$ cat config.mk
export PLATFORM = sky130hd
export DESIGN_NAME = tmr_top
export DESIGN_NICKNAME = d
export VERILOG_FILES = /design/src/rtl/tmr_pkg.sv /design/src/rtl/tmr_base.sv /design/src/rtl/tmr_icap.sv /design/src/rtl/tmr_ocmp.sv /design/src/rtl/tmr_top.sv
export SDC_FILE = /design/constraint.sdc
export NUM_CORES = 1
export LEC_CHECK = 0
export ABC_AREA = 1
export CORE_MARGIN = 1
export CORE_UTILIZATION = 38
export DETAILED_ROUTE_END_ITERATION = 7
export GPL_TIMING_DRIVEN = 0
export PLACE_DENSITY_LB_ADDON = 0.05
export REMOVE_ABC_BUFFERS = 1
export SYNTH_ARGS = -nofsm -noshare
export SYNTH_HDL_FRONTEND = slang
export SYNTH_HIERARCHICAL = 1
export SYNTH_SLANG_ARGS = --single-unit
$ cat constraint.sdc
create_clock -name clk_i -period 2.05 [get_ports clk_i]
set_clock_uncertainty 0.1 [all_clocks]
set_input_delay 0.41 -clock clk_i [delete_from_list [all_inputs] [get_ports clk_i]]
set_output_delay 0.41 -clock clk_i [all_outputs]
set_load 0.02 [all_outputs]
$ cat src/rtl/tmr_pkg.sv
package tmr_pkg;
  localparam int N_CAP = 2;
  localparam int N_CMP = 2;
  localparam int NFLAG = N_CAP + N_CMP + 1;
  localparam int FLG_OVF = N_CAP + N_CMP;

  localparam logic [3:0] ADR_CTRL     = 4'h0;
  localparam logic [3:0] ADR_IEN      = 4'h1;
  localparam logic [3:0] ADR_FLAG     = 4'h2;
  localparam logic [3:0] ADR_CNT_H    = 4'h3;
  localparam logic [3:0] ADR_CNT_L    = 4'h4;
  localparam int         ADR_CAP_BASE = 5;
  localparam int         ADR_CMP_BASE = 9;

  typedef enum logic [1:0] {EDGE_OFF = 2'b00, EDGE_RISE = 2'b01, EDGE_FALL = 2'b10, EDGE_ANY = 2'b11} edge_sel_e;
  typedef enum logic [1:0] {ACT_NONE = 2'b00, ACT_TOGGLE = 2'b01, ACT_CLEAR = 2'b10, ACT_SET = 2'b11} cmp_act_e;
endpackage

$ cat src/rtl/tmr_base.sv
module tmr_base #(
  parameter int CNT_W    = 16,
  parameter int PRESCALE = 4
) (
  input  logic             clk_i,
  input  logic             rst_ni,
  output logic             tick_o,
  output logic [CNT_W-1:0] cnt_o
);
  localparam int PS_W = (PRESCALE > 1) ? $clog2(PRESCALE) : 1;

  logic [PS_W-1:0]  pre_q;
  logic [CNT_W-1:0] cnt_q;

  assign tick_o = (pre_q == PS_W'(PRESCALE - 1));
  assign cnt_o  = cnt_q;

  always_ff @(posedge clk_i or negedge rst_ni) begin
    if (!rst_ni) begin
      pre_q <= '0;
      cnt_q <= '0;
    end else begin
      pre_q <= tick_o ? '0 : pre_q + 1'b1;
      if (tick_o) cnt_q <= cnt_q + 1'b1;
    end
  end
endmodule

$ cat src/rtl/tmr_icap.sv
module tmr_icap
  import tmr_pkg::*;
#(
  parameter int CNT_W = 16
) (
  input  logic             clk_i,
  input  logic             rst_ni,
  input  logic             pin_i,
  input  logic [1:0]       sel_i,
  input  logic [CNT_W-1:0] cnt_i,
  input  logic             rd_hi_i,
  input  logic             rd_lo_i,
  output logic [CNT_W-1:0] val_o,
  output logic             lock_o,
  output logic             hit_o
);
  logic sync1_q, sync2_q, prev_q;
  logic rise, fall, trig;
  logic [CNT_W-1:0] val_q;
  logic lock_q;

  assign rise = sync2_q & ~prev_q;
  assign fall = ~sync2_q & prev_q;

  always_comb begin
    unique case (edge_sel_e'(sel_i))
      EDGE_RISE: trig = rise;
      EDGE_FALL: trig = fall;
      EDGE_ANY:  trig = rise | fall;
      default:   trig = 1'b0;
    endcase
  end

  // a high-byte read in progress also blocks, so the pair stays coherent
  assign hit_o  = trig & ~lock_q & ~rd_hi_i;
  assign val_o  = val_q;
  assign lock_o = lock_q;

  always_ff @(posedge clk_i or negedge rst_ni) begin
    if (!rst_ni) begin
      sync1_q <= 1'b0;
      sync2_q <= 1'b0;
      prev_q  <= 1'b0;
      val_q   <= '0;
      lock_q  <= 1'b0;
    end else begin
      sync1_q <= pin_i;
      sync2_q <= sync1_q;
      prev_q  <= sync2_q;
      if (hit_o) val_q <= cnt_i;
      if (rd_hi_i)      lock_q <= 1'b1;
      else if (rd_lo_i) lock_q <= 1'b0;
    end
  end
endmodule

$ cat src/rtl/tmr_ocmp.sv
module tmr_ocmp
  import tmr_pkg::*;
#(
  parameter int CNT_W = 16,
  localparam int HI_W = CNT_W - 8
) (
  input  logic             clk_i,
  input  logic             rst_ni,
  input  logic [1:0]       act_i,
  input  logic             tick_i,
  input  logic [CNT_W-1:0] cnt_i,
  input  logic             wr_hi_i,
  input  logic             wr_lo_i,
  input  logic [HI_W-1:0]  hi_i,
  input  logic [7:0]       lo_i,
  output logic [CNT_W-1:0] val_o,
  output logic             pin_o,
  output logic             hit_o
);
  logic [CNT_W-1:0] val_q;
  logic armed_q, pin_q;

  assign hit_o = tick_i & armed_q & (cnt_i == val_q);
  assign val_o = val_q;
  assign pin_o = pin_q;

  always_ff @(posedge clk_i or negedge rst_ni) begin
    if (!rst_ni) begin
      val_q   <= '1;
      armed_q <= 1'b1;
      pin_q   <= 1'b0;
    end else begin
      if (hit_o) begin
        unique case (cmp_act_e'(act_i))
          ACT_TOGGLE: pin_q <= ~pin_q;
          ACT_CLEAR:  pin_q <= 1'b0;
          ACT_SET:    pin_q <= 1'b1;
          default:    pin_q <= pin_q;
        endcase
      end
      if (wr_hi_i) begin
        val_q[CNT_W-1:8] <= hi_i;
        armed_q          <= 1'b0;
      end else if (wr_lo_i) begin
        val_q[7:0] <= lo_i;
        armed_q    <= 1'b1;
      end
    end
  end
endmodule

$ cat src/rtl/tmr_top.sv
module tmr_top
  import tmr_pkg::*;
#(
  parameter int CNT_W    = 16,
  parameter int PRESCALE = 4
) (
  input  logic       clk_i,
  input  logic       rst_ni,
  input  logic [3:0] addr_i,
  input  logic       wr_en_i,
  input  logic       rd_en_i,
  input  logic [7:0] wdata_i,
  output logic [7:0] rdata_o,
  input  logic [1:0] cap_i,
  output logic [1:0] cmp_o,
  output logic       irq_o
);
  localparam int HI_W = CNT_W - 8;

  logic             tick;
  logic [CNT_W-1:0] cnt;
  logic [7:0]       ctrl_q;
  logic [NFLAG-1:0] ien_q, flags_q, flag_set, flag_clr;
  logic [7:0]       rdata_q, rd_val, hold_q;
  logic             hold_v_q;

  logic [CNT_W-1:0]       cap_val [N_CAP];
  logic [N_CAP-1:0]       cap_hit, cap_lock;
  logic [N_CAP*CNT_W-1:0] cap_flat;
  logic [CNT_W-1:0]       cmp_val [N_CMP];
  logic [N_CMP-1:0]       cmp_hit;

  tmr_base #(.CNT_W(CNT_W), .PRESCALE(PRESCALE)) u_base (
    .clk_i (clk_i),
    .rst_ni(rst_ni),
    .tick_o(tick),
    .cnt_o (cnt)
  );

  for (genvar k = 0; k < N_CAP; k++) begin : g_cap
    tmr_icap #(.CNT_W(CNT_W)) u_icap (
      .clk_i  (clk_i),
      .rst_ni (rst_ni),
      .pin_i  (cap_i[k]),
      .sel_i  (ctrl_q[2*k +: 2]),
      .cnt_i  (cnt),
      .rd_hi_i(rd_en_i && addr_i == 4'(ADR_CAP_BASE + 2*k)),
      .rd_lo_i(rd_en_i && addr_i == 4'(ADR_CAP_BASE + 2*k + 1)),
      .val_o  (cap_val[k]),
      .lock_o (cap_lock[k]),
      .hit_o  (cap_hit[k])
    );
    assign cap_flat[k*CNT_W +: CNT_W] = cap_val[k];
  end

  for (genvar j = 0; j < N_CMP; j++) begin : g_cmp
    tmr_ocmp #(.CNT_W(CNT_W)) u_ocmp (
      .clk_i  (clk_i),
      .rst_ni (rst_ni),
      .act_i  (ctrl_q[2*N_CAP + 2*j +: 2]),
      .tick_i (tick),
      .cnt_i  (cnt),
      .wr_hi_i(wr_en_i && addr_i == 4'(ADR_CMP_BASE + 2*j)),
      .wr_lo_i(wr_en_i && addr_i == 4'(ADR_CMP_BASE + 2*j + 1)),
      .hi_i   (wdata_i[HI_W-1:0]),
      .lo_i   (wdata_i),
      .val_o  (cmp_val[j]),
      .pin_o  (cmp_o[j]),
      .hit_o  (cmp_hit[j])
    );
  end

  assign flag_set = {tick && (cnt == '1), cmp_hit, cap_hit};
  assign flag_clr = (wr_en_i && addr_i == ADR_FLAG) ? wdata_i[NFLAG-1:0] : '0;

  always_comb begin
    rd_val = '0;
    unique case (addr_i)
      ADR_CTRL:  rd_val = ctrl_q;
      ADR_IEN:   rd_val = 8'(ien_q);
      ADR_FLAG:  rd_val = 8'(flags_q);
      ADR_CNT_H: rd_val = 8'(cnt[CNT_W-1:8]);
      ADR_CNT_L: rd_val = hold_v_q ? hold_q : cnt[7:0];
      default: begin
        for (int k = 0; k < N_CAP; k++) begin
          if (addr_i == 4'(ADR_CAP_BASE + 2*k))     rd_val = 8'(cap_val[k][CNT_W-1:8]);
          if (addr_i == 4'(ADR_CAP_BASE + 2*k + 1)) rd_val = cap_val[k][7:0];
        end
        for (int j = 0; j < N_CMP; j++) begin
          if (addr_i == 4'(ADR_CMP_BASE + 2*j))     rd_val = 8'(cmp_val[j][CNT_W-1:8]);
          if (addr_i == 4'(ADR_CMP_BASE + 2*j + 1)) rd_val = cmp_val[j][7:0];
        end
      end
    endcase
  end

  always_ff @(posedge clk_i or negedge rst_ni) begin
    if (!rst_ni) begin
      ctrl_q   <= '0;
      ien_q    <= '0;
      flags_q  <= '0;
      rdata_q  <= '0;
      hold_q   <= '0;
      hold_v_q <= 1'b0;
    end else begin
      flags_q <= (flags_q & ~flag_clr) | flag_set;
      if (wr_en_i && addr_i == ADR_CTRL) ctrl_q <= wdata_i;
      if (wr_en_i && addr_i == ADR_IEN)  ien_q  <= wdata_i[NFLAG-1:0];
      if (rd_en_i) begin
        rdata_q <= rd_val;
        if (addr_i == ADR_CNT_H) begin
          hold_q   <= cnt[7:0];
          hold_v_q <= 1'b1;
        end else if (addr_i == ADR_CNT_L) begin
          hold_v_q <= 1'b0;
        end
      end
    end
  end

  assign rdata_o = rdata_q;
  assign irq_o   = |(flags_q & ien_q);
endmodule

# Yosys cells after proc, flatten, opt, wreduce, memory -nomap -nowiden
# Index checks and enable logic that the tools add are counted.
# Widths: inputs -> output; s select.
[word_totals] register_bits=129 latchBits=0 mem_bits_rw=0 rom_bits=0 out_inout_bits=11 word_cells=139 mem_count=0
[op_classes] addsub=2 multipliers=0 div=0 order_cmp=0 eq_ne=28 shift=0 muxes=26 bitwise_logic=30 n_reduce_logical=27
[ops] cell="$mux 8" count=9
[ops] cell="$pmux 8 s5" count=1
[ops] cell="$eq 16x16->1" count=2
[ops] cell="$eq 4x4->1 const B" count=5
[ops] cell="$eq 2x2->1 const B" count=9
[ops] cell="$add 16x1->16 const B" count=1
[ops] cell="$eq 16x16->1 const B" count=1
[ops] cell="$eq 4x3->1 const B" count=4
[ops] cell="$and 1x1->1" count=12
[ops] cell="$logic_and 1x1->1" count=12
[ops] cell="$not 1->1" count=12
[ops] cell="$pmux 1 s3" count=4
[ops] cell="$reduce_and 2->1" count=6
[ops] cell="$and 5x5->5" count=2
[ops] cell="$mux 1" count=10
[ops] cell="$reduce_bool 2->1" count=5
[ops] cell="$eq 2x1->1 const B" count=4
[ops] cell="$eq 4x2->1 const B" count=2
[ops] cell="$reduce_bool 3->1" count=2
[ops] cell="$mux 5" count=1
[ops] cell="$not 5->5" count=1
[ops] cell="$or 5x5->5" count=1
[ops] cell="$reduce_or 5->1" count=1
[ops] cell="$eq 4x1->1 const B" count=1
[ops] cell="4 further kinds" count=5

# Logic depth before layout (Yosys ltp)
[depth] word_depth=10 mapped_depth=12

# Hierarchy
# Netlist, hierarchy kept.
[modules_own_cells] module="tmr_top" instances=1 cells_each=375 area_each_um2=2451.1
[modules_own_cells] module="tmr_ocmp" instances=2 cells_each=178 area_each_um2=1159.9
[modules_own_cells] module="tmr_icap" instances=2 cells_each=90 area_each_um2=845.8
[modules_own_cells] module="tmr_base" instances=1 cells_each=105 area_each_um2=909.6

# Worst setup path before layout
# No wires, ideal clock.
[synth_path] path_type="input to register" start="input port rd_en_i" end="register flags_q[1]" setup_ps=123 t_arrival_ps=1644 t_required_ps=1827 setup_slack_ps=183 stages=12 n_path_buf=3 path_cell_list="buf_2 inv_1 clkbuf_1 nor3_1 nor2_1 nand2_2 clkinv_4 nand2_4 buf_6 inv_1 inv_1 nand2_1"
[synth_between] elab_chain_len=4
[synth_lines] element="start, declared" line="tmr_top.sv:11" rtl="input logic rd_en_i,"
[synth_lines] element="$logic_and 1x1->1" line="tmr_top.sv:47" rtl=".rd_hi_i(rd_en_i && addr_i == 4'(ADR_CAP_BASE + 2*k)),"
[synth_lines] element="$not 1->1" line="tmr_icap.sv:35" rtl="assign hit_o = trig & ~lock_q & ~rd_hi_i;"
[synth_lines] element="$and 1x1->1" line="tmr_icap.sv:35"
[synth_lines] element="named net cap_hit[1]" line="tmr_top.sv:28" rtl="logic [N_CAP-1:0] cap_hit, cap_lock;"
[synth_lines] element="$or 5x5->5" line="tmr_top.sv:106" rtl="flags_q <= (flags_q & ~flag_clr) | flag_set;"
[synth_lines] element="end signal, assigned" line="tmr_top.sv:106"
[synth_lines] element="end, declared" line="tmr_top.sv:23" rtl="logic [NFLAG-1:0] ien_q, flags_q, flag_set, flag_clr;"
# The timed path passes the listed nets, and every way through them passes these cells.
# A chain may end at the register's enable or synchronous reset.

# Worst setup path in the final report
[layout_path] start="input port wr_en_i" end="register g_cmp[0].u_ocmp.val_q[0]"
[layout_between] elab_chain_len=3 word_cells_on_any_way=4 classes_between="bitwise: 1; reduce/logical: 3"
[layout_lines] element="start, declared" line="tmr_top.sv:10" rtl="input logic wr_en_i,"
[layout_lines] element="$logic_and 1x1->1" line="tmr_top.sv:63" rtl=".wr_hi_i(wr_en_i && addr_i == 4'(ADR_CMP_BASE + 2*j)),"
[layout_lines] element="$not 1->1 (no source line)"
[layout_lines] element="$reduce_and 2->1 (no source line) *"
[layout_lines] element="end signal, assigned by index" line="tmr_ocmp.sv:42" rtl="val_q[CNT_W-1:8] <= hi_i;"
[layout_lines] element="end signal, assigned" line="tmr_ocmp.sv:45" rtl="val_q[7:0] <= lo_i;"
[layout_lines] element="end, declared" line="tmr_ocmp.sv:20" rtl="logic [CNT_W-1:0] val_q;"
# Every way passes the cells marked *; elsewhere a longest branch is shown, timed or not.

==> metrics.yaml <==
grt_pass1_vias: 6156
maxSlewHeadroom: 0.517
yosysWarnings: 6
slowest_stage: "clkdlybuf4s50_1"
cts_inserted_buffers: 17
crit_type: "input port to flop"
path_cells: "clkdlybuf4s50_1, inv_1, nor3_2, inv_1, or2_4, mux2_4"
maxCapViolations: 0
hpwl_um: 15900
fill_cells: 1907
core-area_um2: 18800
ys_ff_latch: 129
die_w_um: 141
pre_cts_slack_ns: -1.33
start_util: 0.391
cts.sinks: 129
synth_common_cells: "nand2_1, inv_1, nor2_1"
synth_top_area_frac: 0.322
min_delay_path_depth: 0
synth_cells: 1016
crit_cells: 6
critPathLaunchType: "input port"
cpMostUsedCell: "inv_1"
num_rows: 50
drive_gt1_frac: 0.133
arrival_ns: 2.26
avgSynthCellArea_um2: 7.26
drc_errors: 0
hold_violations: 0
grt_pass1_wl_um: 36700
status: "finished clean"
io_pins: 29
power.density_nw_per_um2: 947
synth_cell_types: 37
cp.required_ns: 2.31
synth_area_leaders: "dfrtp_1, nand2_1, dfstp_2"
slowest_delay_ns: 0.60
worstRegToRegCells: 9
placed_area_um2: 7850
die_y_um: 141
clk_pin_slew_ns: 0.06
firstDrtPassIters: 5
power_leakage_nw: 4.21
vdd_drop_max_mv: 0.596
route.vias.total: 6584
viasPerCell: 4.97
yosysTopAreaCell: "dfrtp_1"
clk_path_buf_depth: 2
wl_um: 23800
clk_latency_ns: 0.43
setup_ws_ns: 0.0580
crit_family: "buffers and inverters"
htree_levels: 4
overflow: 0
grt_antenna_before_repair: 0
min_period_ns: 1.99
syn_area_um2: 7370
synth_edf_count: 0
grt.total_usage: 0.253
hold_ws_ns: 0.249
tns_ns: 0
die-area_um2: 20000
utilization: 0.461
grt_start_max_net_pins: 87
tightest_slew_ns: 0.720
rsz0062_at_grt: "no"
drt.antenna.violating_nets: 0
crit_path_end_kind: "flop"
fin_crit_sh: 0.972
drt-initial-drc-count: 510
synth_most_common_cell: "nand2_1"
async_flop_share: 1.00
finalMaxSlewViolations: 0
synth_ff_type: "dfrtp_1"
root_buffer: "clkbuf_16"
cts_tree: "done"
syn2layout_area_growth_pct: 17.7
crit_buf_inv: 3
min_path_type: "flop to flop"
nets: 1077
crit_path_max_fanout: 8
io_buffers: 28
gp_congestion: 0.848
diodes: 0
ys_seq_area_frac: 0.444
max_freq_ghz: 0.502
finalSetupViolCount: 0
avgRoutedWirePerCell_um: 17.9
fin_area_um2: 8680
power breakdown:
part | internal, mW | switching, mW
registers | 3.02 | 0.309
clock network | 2.37 | 1.18
logic | 0.459 | 0.881
final cells by class:
type | instances | area, um^2 | area share
clock buffer | 22 | 474 | 0.0546
sequential | 129 | 3270 | 0.377
timing repair buffer | 40 | 395 | 0.0456
clock inverter | 10 | 204 | 0.0235
multi-input combinational | 718 | 3440 | 0.397
tap | 260 | 325 | 0.0375
inverter | 147 | 566 | 0.0652
placed cells by master, fill, tap and decap left out, types with 9 or more instances in the layout:
cell	instances
inv_2	10
dfrtp_1	95
o21ai_1	13
nor2_1	100
nor3_1	9
inv_1	134
nor2_4	12
dfstp_2	34
nand2_1	337
nand4_1	24
o21ai_0	38
clkbuf_16	17
nand3_1	95
clkdlybuf4s50_1	21
a21oi_1	28
buf_4	9
stage by stage:
step                      cells  power (mW)
after floorplan             992        4.14
after global placement     1280        4.65
after detailed placement   1282        4.67
after CTS                  1323        8.25
after global routing       1326        8.59
final                      1326        8.22
layer usage:
metal / global-route usage / vias up / wire length [um]
li1: - / 3270 / -
met1: 0.359 / 3144 / 11500
met2: 0.395 / 147 / 10900
met3: 0.0317 / 23 / 938
met4: 0.0898 / 0 / 450
met5: 0 / - / 0
registers in the layout, indices dropped and copies added, names as in the netlist:
| register | cells |
|---|---|
| g_cap.u_icap/sync2_q | 2 |
| g_cmp.u_ocmp/armed_q | 2 |
| u_base/cnt_o | 16 |
| ctrl_q | 8 |
| g_cap.u_icap/sync1_q | 2 |
| flags_q | 5 |
| g_cmp.u_ocmp/val_o | 32 |
| hold_v_q | 1 |
| ien_q | 5 |
| g_cmp.u_ocmp/pin_o | 2 |
| g_cap.u_icap/prev_q | 2 |
| u_base/pre_q | 2 |
| hold_q | 8 |
| g_cap.u_icap/lock_o | 2 |
| rdata_o | 8 |
| g_cap.u_icap/val_o | 32 |
worst paths after layout:
kind	slack, ns	to	start
worst max-delay path	0.06	g_cmp[0].u_ocmp/val_o[0]	wr_en_i
worst min-delay path	0.25	g_cap[0].u_icap/sync2_q	g_cap[0].u_icap/sync1_q
worst max register to register	0.20	flags_q[2]	u_base/cnt_o[5]
worst min register to register	0.25	g_cap[0].u_icap/sync2_q	g_cap[0].u_icap/sync1_q
max in group asynchronous	0.65	g_cmp[1].u_ocmp/val_o[1]	rst_ni
min in group asynchronous	0.38	g_cap[0].u_icap/val_o[2]	rst_ni
logic make-up after synthesis:
family,share of synthesized area
flip-flops,0.444
multiplexers,0.00866
XOR/XNOR,0.0119
AO/OA/AOI/OAI,0.0603
buffers and inverters,0.100
AND/OR/NAND/NOR,0.365
adder cells (fa/ha/maj),0.0102
timing repair:
item                                    CTS  global route
hold endpoints to repair                 31             0
pin swaps                                 4             2
hold buffers                              1             0
gates resized for setup                  24             6
endpoints found under the setup margin   72            52
cloned                                    1             1
buffers inserted                          7             2
Power figures use the tool's default switching activity.
